`config.mk`:
```
export PLATFORM = sky130hd
export DESIGN_NAME = cluster_migration_sequencer
export DESIGN_NICKNAME = d
export VERILOG_FILES = /design/src/rtl/cms_pkg.sv /design/src/rtl/cms_gap_timer.sv /design/src/rtl/cms_cluster_rail.sv /design/src/rtl/cluster_migration_sequencer.sv
export SDC_FILE = /design/constraint.sdc
export NUM_CORES = 1
export LEC_CHECK = 0
export BUFFER_PORTS_ARGS = -buffer_cell sky130_fd_sc_hd__buf_2
export CORE_MARGIN = 10
export CORE_UTILIZATION = 45
export CTS_CLUSTER_DIAMETER = 100
export DETAILED_ROUTE_END_ITERATION = 12
export GPL_ROUTABILITY_DRIVEN = 0
export PLACE_DENSITY_LB_ADDON = 0.3
export SETUP_SLACK_MARGIN = 0.3
export SYNTH_ARGS = -nofsm -noshare
export SYNTH_HDL_FRONTEND = slang
export SYNTH_HIERARCHICAL = 1
export SYNTH_SLANG_ARGS = --single-unit
export TNS_END_PERCENT = 20
```
`constraint.sdc`:
```
create_clock -name clk -period 5.5 [get_ports clk]
set_clock_uncertainty 0.2 [all_clocks]
set_input_delay 0.825 -clock clk [delete_from_list [all_inputs] [get_ports clk]]
set_output_delay 0.825 -clock clk [all_outputs]
set_load 0.02 [all_outputs]
```
`src/rtl/cms_pkg.sv`:
```
package cms_pkg;
  localparam int NUM_CL = 2;

  typedef enum logic [2:0] {
    ST_IDLE,
    ST_WAIT_PG,
    ST_GAP_UNISO,
    ST_WAIT_RUN,
    ST_GAP_ISO,
    ST_GAP_OFF
  } seq_state_t;

  typedef enum logic [2:0] {
    RAIL_HOLD,
    RAIL_PWR_ON,
    RAIL_UNRESET,
    RAIL_UNISO,
    RAIL_RESET,
    RAIL_ISO,
    RAIL_PWR_OFF
  } rail_cmd_t;
endpackage

```
`src/rtl/cms_gap_timer.sv`:
```
module cms_gap_timer #(
  parameter int W = 8
) (
  input  logic         clk,
  input  logic         rst_n,
  input  logic         load,
  input  logic [W-1:0] load_val,
  output logic         expired
);
  logic [W-1:0] cnt_q;

  always_ff @(posedge clk or negedge rst_n) begin
    if (!rst_n)              cnt_q <= '0;
    else if (load)           cnt_q <= load_val;
    else if (cnt_q != '0)    cnt_q <= cnt_q - 1'b1;
  end

  assign expired = (cnt_q == '0);
endmodule

```
`src/rtl/cms_cluster_rail.sv`:
```
module cms_cluster_rail
  import cms_pkg::*;
#(
  parameter bit START_ON = 1'b0
) (
  input  logic      clk,
  input  logic      rst_n,
  input  rail_cmd_t cmd,
  output logic      pwr_o,
  output logic      rst_o,
  output logic      iso_o
);
  always_ff @(posedge clk or negedge rst_n) begin
    if (!rst_n) begin
      pwr_o <= START_ON;
      rst_o <= !START_ON;
      iso_o <= !START_ON;
    end else begin
      case (cmd)
        RAIL_PWR_ON:  pwr_o <= 1'b1;
        RAIL_UNRESET: rst_o <= 1'b0;
        RAIL_UNISO:   iso_o <= 1'b0;
        RAIL_RESET:   rst_o <= 1'b1;
        RAIL_ISO:     iso_o <= 1'b1;
        RAIL_PWR_OFF: pwr_o <= 1'b0;
        default: ;
      endcase
    end
  end
endmodule

```
`src/rtl/cluster_migration_sequencer.sv`:
```
module cluster_migration_sequencer
  import cms_pkg::*;
#(
  parameter int DLY_W   = 8,
  parameter int MIN_GAP = 4
) (
  input  logic             clk,
  input  logic             rst_n,
  input  logic             mig_req,
  input  logic             mig_target,
  input  logic [DLY_W-1:0] step_delay,
  input  logic [1:0]       pgood,
  input  logic [1:0]       running,
  output logic [1:0]       pwr_en,
  output logic [1:0]       rst_hold,
  output logic [1:0]       iso_en,
  output logic             busy,
  output logic             done
);
  localparam logic [DLY_W-1:0] MIN_GAP_V = DLY_W'(MIN_GAP);

  seq_state_t st_q, st_d;
  logic       active_q, in_q, in_idx, out_idx;
  logic       done_q;
  logic [DLY_W-1:0] gap_q;
  logic       accept, trivial, finish, tmr_load, tmr_expired;
  rail_cmd_t  in_cmd, out_cmd;
  rail_cmd_t  cl_cmd [NUM_CL];

  assign in_idx  = (st_q == ST_IDLE) ? mig_target : in_q;
  assign out_idx = !in_idx;

  always_comb begin
    st_d     = st_q;
    in_cmd   = RAIL_HOLD;
    out_cmd  = RAIL_HOLD;
    tmr_load = 1'b0;
    accept   = 1'b0;
    trivial  = 1'b0;
    finish   = 1'b0;
    case (st_q)
      ST_IDLE: if (mig_req) begin
        if (mig_target == active_q) trivial = 1'b1;
        else begin
          accept = 1'b1;
          in_cmd = RAIL_PWR_ON;
          st_d   = ST_WAIT_PG;
        end
      end
      ST_WAIT_PG: if (pgood[in_idx]) begin
        in_cmd   = RAIL_UNRESET;
        tmr_load = 1'b1;
        st_d     = ST_GAP_UNISO;
      end
      ST_GAP_UNISO: if (tmr_expired) begin
        in_cmd = RAIL_UNISO;
        st_d   = ST_WAIT_RUN;
      end
      ST_WAIT_RUN: if (running[in_idx]) begin
        out_cmd  = RAIL_RESET;
        tmr_load = 1'b1;
        st_d     = ST_GAP_ISO;
      end
      ST_GAP_ISO: if (tmr_expired) begin
        out_cmd  = RAIL_ISO;
        tmr_load = 1'b1;
        st_d     = ST_GAP_OFF;
      end
      ST_GAP_OFF: if (tmr_expired) begin
        out_cmd = RAIL_PWR_OFF;
        finish  = 1'b1;
        st_d    = ST_IDLE;
      end
      default: st_d = ST_IDLE;
    endcase
  end

  always_ff @(posedge clk or negedge rst_n) begin
    if (!rst_n) begin
      st_q     <= ST_IDLE;
      active_q <= 1'b0;
      in_q     <= 1'b0;
      done_q   <= 1'b0;
      gap_q    <= MIN_GAP_V;
    end else begin
      st_q   <= st_d;
      done_q <= finish | trivial;
      if (finish) active_q <= in_q;
      if (accept) begin
        in_q  <= mig_target;
        gap_q <= (step_delay < MIN_GAP_V) ? MIN_GAP_V : step_delay;
      end
    end
  end

  cms_gap_timer #(.W(DLY_W)) u_timer (
    .clk      (clk),
    .rst_n    (rst_n),
    .load     (tmr_load),
    .load_val (gap_q - 1'b1),
    .expired  (tmr_expired)
  );

  for (genvar g = 0; g < NUM_CL; g++) begin : g_rail
    always_comb begin
      if (in_idx == 1'(g))       cl_cmd[g] = in_cmd;
      else if (out_idx == 1'(g)) cl_cmd[g] = out_cmd;
      else                       cl_cmd[g] = RAIL_HOLD;
    end

    cms_cluster_rail #(.START_ON(g == 0)) u_rail (
      .clk   (clk),
      .rst_n (rst_n),
      .cmd   (cl_cmd[g]),
      .pwr_o (pwr_en[g]),
      .rst_o (rst_hold[g]),
      .iso_o (iso_en[g])
    );
  end

  assign busy = (st_q != ST_IDLE);
  assign done = done_q;
endmodule

```
## Word-level counts from Yosys, hierarchy flattened

Cells that the tools add are included.

| word-level totals | value |
|---|---|
| register bits after elaboration | 28 |
| bits in latches | 0 |
| bits in writable memories | 0 |
| bits in read-only memories | 0 |
| input port bits | 16 |
| output and inout port bits | 8 |
| logic and storage cells | 98 |
| memories kept | 0 |

| cells by class | value |
|---|---|
| $add $sub $neg | 2 |
| multipliers | 0 |
| div/mod/pow operators | 0 |
| $lt $le $gt $ge | 2 |
| equal/unequal tests | 25 |
| shift-type cells | 0 |
| multiplexer cells | 44 |
| bitwise operators | 1 |
| reduce and logical (&&, ||, !) cells | 12 |

Operator list:

| operator | count |
|---|---|
| $mux W3 | 12 |
| $eq A3 B3 Y1 const B | 8 |
| $mux W8 | 3 |
| $eq A3 B2 Y1 const B | 6 |
| $pmux W3 S6 | 1 |
| $mux W1 | 17 |
| $sub A8 B1 Y8 const B | 2 |
| $ne A2 B2 Y1 const B | 7 |
| $reduce_bool A2 Y1 | 7 |
| $pmux W1 S2 | 6 |
| $eq A3 B1 Y1 const B | 3 |
| $pmux W3 S3 | 1 |
| $logic_not A8 Y1 | 1 |
| $lt A8 B3 Y1 const B | 1 |
| $reduce_bool A8 Y1 | 1 |
| $reduce_and A7 Y1 | 1 |
| $pmux W2 S3 | 1 |
| $mux W2 | 2 |
| $logic_not A3 Y1 | 1 |
| $pmux W1 S3 | 1 |
| $reduce_bool A3 Y1 | 1 |
| $lt A1 B2 Y1 const B | 1 |
| $eq A1 B1 Y1 | 1 |
| $or A1 B1 Y1 | 1 |

## Longest topological paths before layout

| depth | value |
|---|---|
| depth in word-level cells | 9 |
| gate-level depth with buffers | 11 |
| gate-level depth less buffers | 10 |

## Cells and area by module

Netlist, hierarchy kept.

Modules (own cells, without submodules):

| module | instances | cells each | area each (um2) | seq. area each (um2) |
|---|---|---|---|---|
| cluster_migration_sequencer | 1 | 105 | 958.4 | 351.6 |
| cms_gap_timer | 1 | 54 | 476.7 | 200.2 |
| cms_cluster_rail (g_rail[1].u_rail) | 1 | 14 | 130.1 | 77.6 |
| cms_cluster_rail (g_rail[0].u_rail) | 1 | 14 | 128.9 | 76.3 |

## Least setup slack after synthesis

No wires, ideal clock.

| timing path | value |
|---|---|
| path type | reg-to-reg |
| from | reg u_timer.cnt_q[0] |
| to | reg u_timer.cnt_q[4] |
| library setup time | 0.079 ns |
| data arrival time | 2.537 ns |
| data required time | 5.221 ns |
| path slack | 2.684 ns |
| cell stages (with the launch flop) | 12 |
| buffers on the path | 2 |
| clock period less this slack | 2.816 ns |
| cells stage by stage | dfrtp_1 -> inv_1 -> ha_1 -> or3b_1 -> clkbuf_2 -> nor2_1 -> nor2b_1 -> nand2_1 -> o211ai_1 -> dlygate4sd1_1 -> a21oi_1 -> a2bb2oi_1 |

| on the way | value |
|---|---|
| longest elaborated chain between the ends | 4 |
| elaborated cells between the ends (all ways) | 8 |
| classes of those cells | add/sub: 1; mux: 4; reduce/logical: 3 |

RTL lines:

| what | RTL line | text |
|---|---|---|
| start, declared | cms_gap_timer.sv:10 | `logic [W-1:0] cnt_q;` |
| start signal, assigned | cms_gap_timer.sv:14 | `else if (load) cnt_q <= load_val;` |
| start signal, assigned | cms_gap_timer.sv:15 | `else if (cnt_q != '0) cnt_q <= cnt_q - 1'b1;` |
| $logic_not A8 Y1 (*) | cms_gap_timer.sv:18 | `assign expired = (cnt_q == '0);` |
| via tmr_expired | cluster_migration_sequencer.sv:26 | `logic accept, trivial, finish, tmr_load, tmr_expired;` |
| $mux W1 (*) | cluster_migration_sequencer.sv:64 | `ST_GAP_ISO: if (tmr_expired) begin` |
| $pmux W1 S3 (*) | cluster_migration_sequencer.sv:41 | `case (st_q)` |
| via tmr_load | cluster_migration_sequencer.sv:26 |  |
| $mux W8 / $reduce_bool A2 Y1 (equally long branches) | n/a |  |

The timed path passes the listed nets; every way through them passes the cells marked *. The select of a mux whose other input is x is not followed.
A chain may end at the register's enable or synchronous reset.

## Worst setup path after layout

| timing path | value |
|---|---|
| from | reg u_timer.cnt_q[0] |
| to | reg u_timer.cnt_q[6] |

The elaborated chain is that of the path after synthesis.

==> flow_summary.html <==
<table>
<tr><th>Metric</th><th>Value</th></tr>
<tr><th colspan="2">Status</th></tr>
<tr><td>Result of the run</td><td>finished clean</td></tr>
<tr><th colspan="2">GRT</th></tr>
<tr><td>Number of antenna violations at the first check in global routing</td><td>0</td></tr>
<tr><td>Maximum number of pins on one net before global-route repair</td><td>29</td></tr>
<tr><td>Wire length of the first global-routing pass</td><td>about 6000 microns</td></tr>
<tr><td>Total overflow reported by the global router</td><td>0</td></tr>
<tr><td>Via count of the first global-routing pass</td><td>1418</td></tr>
<tr><td>GRT Util Overall</td><td>between 10 and 15%</td></tr>
<tr><th colspan="2">Finish</th></tr>
<tr><td>Layout Utilization</td><td>around half</td></tr>
<tr><td>Non-Filler Instances</td><td>around 260</td></tr>
<tr><td>Inserted Diodes</td><td>0</td></tr>
<tr><td>NumNets Final</td><td>between 200 and 250</td></tr>
<tr><td>Fraction of final layout cells with drive strength greater than 1</td><td>20.2%</td></tr>
<tr><td>Synth-to-Final Area Change</td><td>11.2%</td></tr>
<tr><th colspan="2">Logic synthesis</th></tr>
<tr><td>Xor-xnor portion of the synthesized cell area</td><td>approximately 4.7%</td></tr>
<tr><td>Async set or reset register ratio after synthesis</td><td>100%</td></tr>
<tr><td>Fraction of synthesized area in multiplexers</td><td>6.43%</td></tr>
<tr><td>Synth top cells by count</td><td>dfrtp_1, inv_1, nand2_1</td></tr>
<tr><td>Most instantiated flip-flop cell in the synthesis netlist</td><td>dfrtp_1</td></tr>
<tr><td>Adder-cell share of the synthesized area</td><td>about 1.5%</td></tr>
<tr><td>Post-synthesis compound-gate area fraction</td><td>between 20% and 30%</td></tr>
<tr><td>Number of flip-flops and latches in the synthesized netlist</td><td>28</td></tr>
<tr><td>Combinational family with the most area after synthesis</td><td>compound AO/OA/AOI/OAI gates</td></tr>
<tr><td>Top cell type's share of synthesized area</td><td>between 30% and 40%</td></tr>
<tr><td>Number of warnings printed during yosys synthesis</td><td>6</td></tr>
<tr><td>Nets in the synthesized netlist</td><td>between 200 and 250</td></tr>
<tr><td>Post-synthesis instance area</td><td>1690 sq um</td></tr>
<tr><td>EDFF count, synth</td><td>0</td></tr>
<tr><td>Count of mapped cells out of synthesis</td><td>roughly 190</td></tr>
<tr><td>Number of distinct standard cells referenced by the synthesized netlist</td><td>50</td></tr>
<tr><td>Largest area contributor in the synthesized netlist</td><td>dfrtp_1</td></tr>
<tr><td>Sequential share of the synthesized area</td><td>a little over two fifths</td></tr>
<tr><td>Post-synthesis share of cell area spent on and, or, nand and nor gates</td><td>around a fifth</td></tr>
<tr><td>Most area-consuming cells after synthesis</td><td>dfrtp_1, dfstp_2, mux2_2</td></tr>
<tr><td>Avg Inst Size Synth</td><td>just over 9 sq um</td></tr>
<tr><td>Count leader, synth</td><td>dfrtp_1</td></tr>
<tr><th colspan="2">Detailed routing</th></tr>
<tr><td>First-pass iteration count of the detailed router</td><td>4</td></tr>
<tr><td>Violation count after the first detailed-routing iteration</td><td>about 130</td></tr>
<tr><td>Residual DRC count</td><td>0</td></tr>
<tr><td>Wire length reported by the detailed router</td><td>3610 microns</td></tr>
<tr><td>Routed Antenna Nets</td><td>0</td></tr>
<tr><td>Overall via count from detail_route</td><td>about 1400</td></tr>
<tr><td>Detailed-route vias per instance</td><td>roughly 5.6</td></tr>
<tr><td>DR WL/cell</td><td>about 14 microns</td></tr>
<tr><th colspan="2">CTS</th></tr>
<tr><td>CTS-repair resized insts</td><td>0</td></tr>
<tr><td>Hold-fix buffers, CTS</td><td>0</td></tr>
<tr><td>CTS sink count</td><td>28</td></tr>
<tr><td>H-tree depth</td><td>1</td></tr>
<tr><td>Clock insertion delay at the later pin of the skew report</td><td>between 0.2 and 0.3 ns</td></tr>
<tr><td>Maximum clock insertion buffer count</td><td>2</td></tr>
<tr><td>Clock Pin Slew Worst Setup and Hold Paths</td><td>approximately 0.1 ns</td></tr>
<tr><td>Number of buffers inserted during clock tree synthesis</td><td>3</td></tr>
<tr><td>Post-CTS setup buffer count</td><td>0</td></tr>
<tr><td>Root Driver</td><td>clkbuf_8</td></tr>
<tr><td>CTS tree</td><td>done</td></tr>
<tr><th colspan="2">STA</th></tr>
<tr><td>Final setup violation count</td><td>0</td></tr>
<tr><td>Highest clock frequency the design can meet</td><td>about 280 MHz</td></tr>
<tr><td>RSZ-0062 raised after global routing</td><td>false</td></tr>
<tr><td>Crit share post-route</td><td>between 60% and 70%</td></tr>
<tr><td>Worst Max-Slew Pin Slew</td><td>approximately 0.77 ns</td></tr>
<tr><td>Final hold viol count</td><td>0</td></tr>
<tr><td>Worst rel slew slack</td><td>48.2%</td></tr>
<tr><td>Post-route setup TNS</td><td>0 ns</td></tr>
<tr><td>Max-slew violation count</td><td>0</td></tr>
<tr><td>Final critical-path required period</td><td>around 3.5 ns</td></tr>
<tr><th colspan="2">Worst setup path</th></tr>
<tr><td>Worst Path Required</td><td>roughly 5.5 ns</td></tr>
<tr><td>Chain of cells forming the critical path</td><td>inv_1, ha_1, or3b_1, nor2_1, nor2b_1, nand2_1, o211ai_1, inv_1, o311ai_0, nand3_1</td></tr>
<tr><td>Cell type of the slowest stage on the worst timing path</td><td>o211ai_1</td></tr>
<tr><td>Classification of the worst setup path</td><td>register to register</td></tr>
<tr><td>Largest incremental delay on the critical path</td><td>0.66 ns</td></tr>
<tr><td>Library cell appearing most often on the critical path</td><td>inv_1</td></tr>
<tr><td>Reg2Reg Launch Point</td><td>u_timer/cnt_q[0]</td></tr>
<tr><td>Worst Setup End Kind</td><td>register</td></tr>
<tr><td>Kind of launch point of the worst setup path</td><td>register</td></tr>
<tr><td>CP max FO</td><td>13</td></tr>
<tr><td>Timing startpoint of the critical path</td><td>u_timer/cnt_q[0]</td></tr>
<tr><td>CP Data Arrival Time</td><td>about 3.5 ns</td></tr>
<tr><th colspan="2">Hold path</th></tr>
<tr><td>HP Class</td><td>register to register</td></tr>
<tr><td>Worst hold path startpoint</td><td>g_rail[1].u_rail/rst_o</td></tr>
<tr><th colspan="2">Power</th></tr>
<tr><td>Power Dens Cells</td><td>497 nW/um^2</td></tr>
<tr><td>Static Leak</td><td>0.775 nW</td></tr>
<tr><td>IR drop worst, VDD</td><td>approximately 0.00024 V</td></tr>
<tr><th colspan="2">Place</th></tr>
<tr><td>Count of input and output buffers</td><td>23</td></tr>
<tr><td>Number of placed cells counting well taps</td><td>about 250</td></tr>
<tr><td>Placed wire-length estimate after detailed placement</td><td>2770 microns</td></tr>
<tr><th colspan="2">Flow run</th></tr>
<tr><td>Number of max-capacitance violations reported</td><td>0</td></tr>
<tr><th colspan="2">Floorplan</th></tr>
<tr><td>Core region area</td><td>between 3000 and 4000 sq um</td></tr>
<tr><td>DIE AREA</td><td>between 6000 and 7000 sq um</td></tr>
<tr><td>Floorplan die width</td><td>approximately 80 microns</td></tr>
<tr><td>Initial standard-cell utilization of the core</td><td>46.3%</td></tr>
<tr><td>Top Ports</td><td>24</td></tr>
<tr><td>Vertical extent of the die</td><td>81.4 microns</td></tr>
<tr><td>Site Rows</td><td>22</td></tr>
</table>
## registers in the layout, summed over array words and instances (netlist names)
| name | count |
|---|---|
| gap_q | 8 |
| u_timer/cnt_q | 8 |
| st_q | 3 |
| g_rail.u_rail/iso_o | 2 |
| g_rail.u_rail/pwr_o | 2 |
| g_rail.u_rail/rst_o | 2 |
| active_q | 1 |
| done | 1 |
| in_q | 1 |
## path summary, 6_finish.rpt
path                                               end  slack [ns]  cells after the start
worst min register to register  g_rail[1].u_rail/rst_o        0.30                      2
min in group asynchronous                     gap_q[7]        0.36                      1
worst max register to register        u_timer/cnt_q[6]        1.96                     10
max in group asynchronous       g_rail[1].u_rail/pwr_o        4.33                      1
worst max-delay path                  u_timer/cnt_q[6]        1.96                     10
worst min-delay path            g_rail[1].u_rail/rst_o        0.30                      2
## metrics by stage
step	power [mW]	hold WS (ns)	worst slack [ns]	instance area (sq um)
finish	0.936	0.298	1.96	1880
global route	1.02	0.344	1.60	1880
CTS	0.938	0.301	1.97	1880
detailed placement	0.820	0.287	1.97	1840
global placement	0.815	0.282	2.07	1840
floorplan	0.721	0.297	2.68	1690
## cell families (layout without fill, tap and decap cells)
| family | Yosys count | count (layout) |
|---|---|---|
| compound gates | 56 | 56 |
| fa+ha+maj | 2 | 2 |
| simple gates | 60 | 60 |
| buf+inv | 22 | 43 |
| xor+xnor | 9 | 9 |
| mux | 10 | 10 |
| flops | 28 | 28 |
## routing by layer
metal  share of wire (%)  vias up  global-route usage (%)  wire, microns
met1                  49      680                    14.9           1780
met4                0.75        0                    3.11             27
met2                  47       26                    17.9           1680
met3                 3.2        4                    2.21            115
li1                    -      725                       -              -
met5                   0        -                       0              0
## where the power goes
group / internal, mW / leakage [nW] / switching, mW
Combinational: 0.192 / 0.430 / 0.220
Sequential: 0.293 / 0.323 / 0.114
Clock: 0.0520 / 0.0228 / 0.0648
## area by class of cell
| cell class | instances | area, sq um |
|---|---|---|
| fillers | 351 | 1780 |
| multi-input cells | 137 | 898 |
| flip-flops and latches | 28 | 706 |
| repair buffers | 23 | 115 |
| inverters | 16 | 60.1 |
| well taps | 48 | 60.1 |
| clock buffers | 4 | 45.0 |
## critical path, delay by kind of cell, from the launching register on
kind / cells / cell delay (ns)
compound gates: 2 / 0.83
fa+ha+maj: 1 / 0.21
buf+inv: 2 / 0.35
flops: 1 / 0.43
simple gates: 5 / 1.39
## layout by cell type, fill, tap and decap left out, types with 3 or more instances in the layout
cell type   n
dfrtp_1    24
buf_2      23
nand2_1    14
inv_1      14
a21oi_1    12
o21ai_1    10
o21ai_0     9
nor2_1      8
mux2_2      7
nand3_1     7
o31ai_1     7
nor3_1      6
xor2_1      5
nor2b_1     5
nor4_1      4
xnor2_1     4
dfstp_2     4
mux2i_1     3
or4_1       3
clkbuf_8    3
Power figures use the tool's default switching activity.
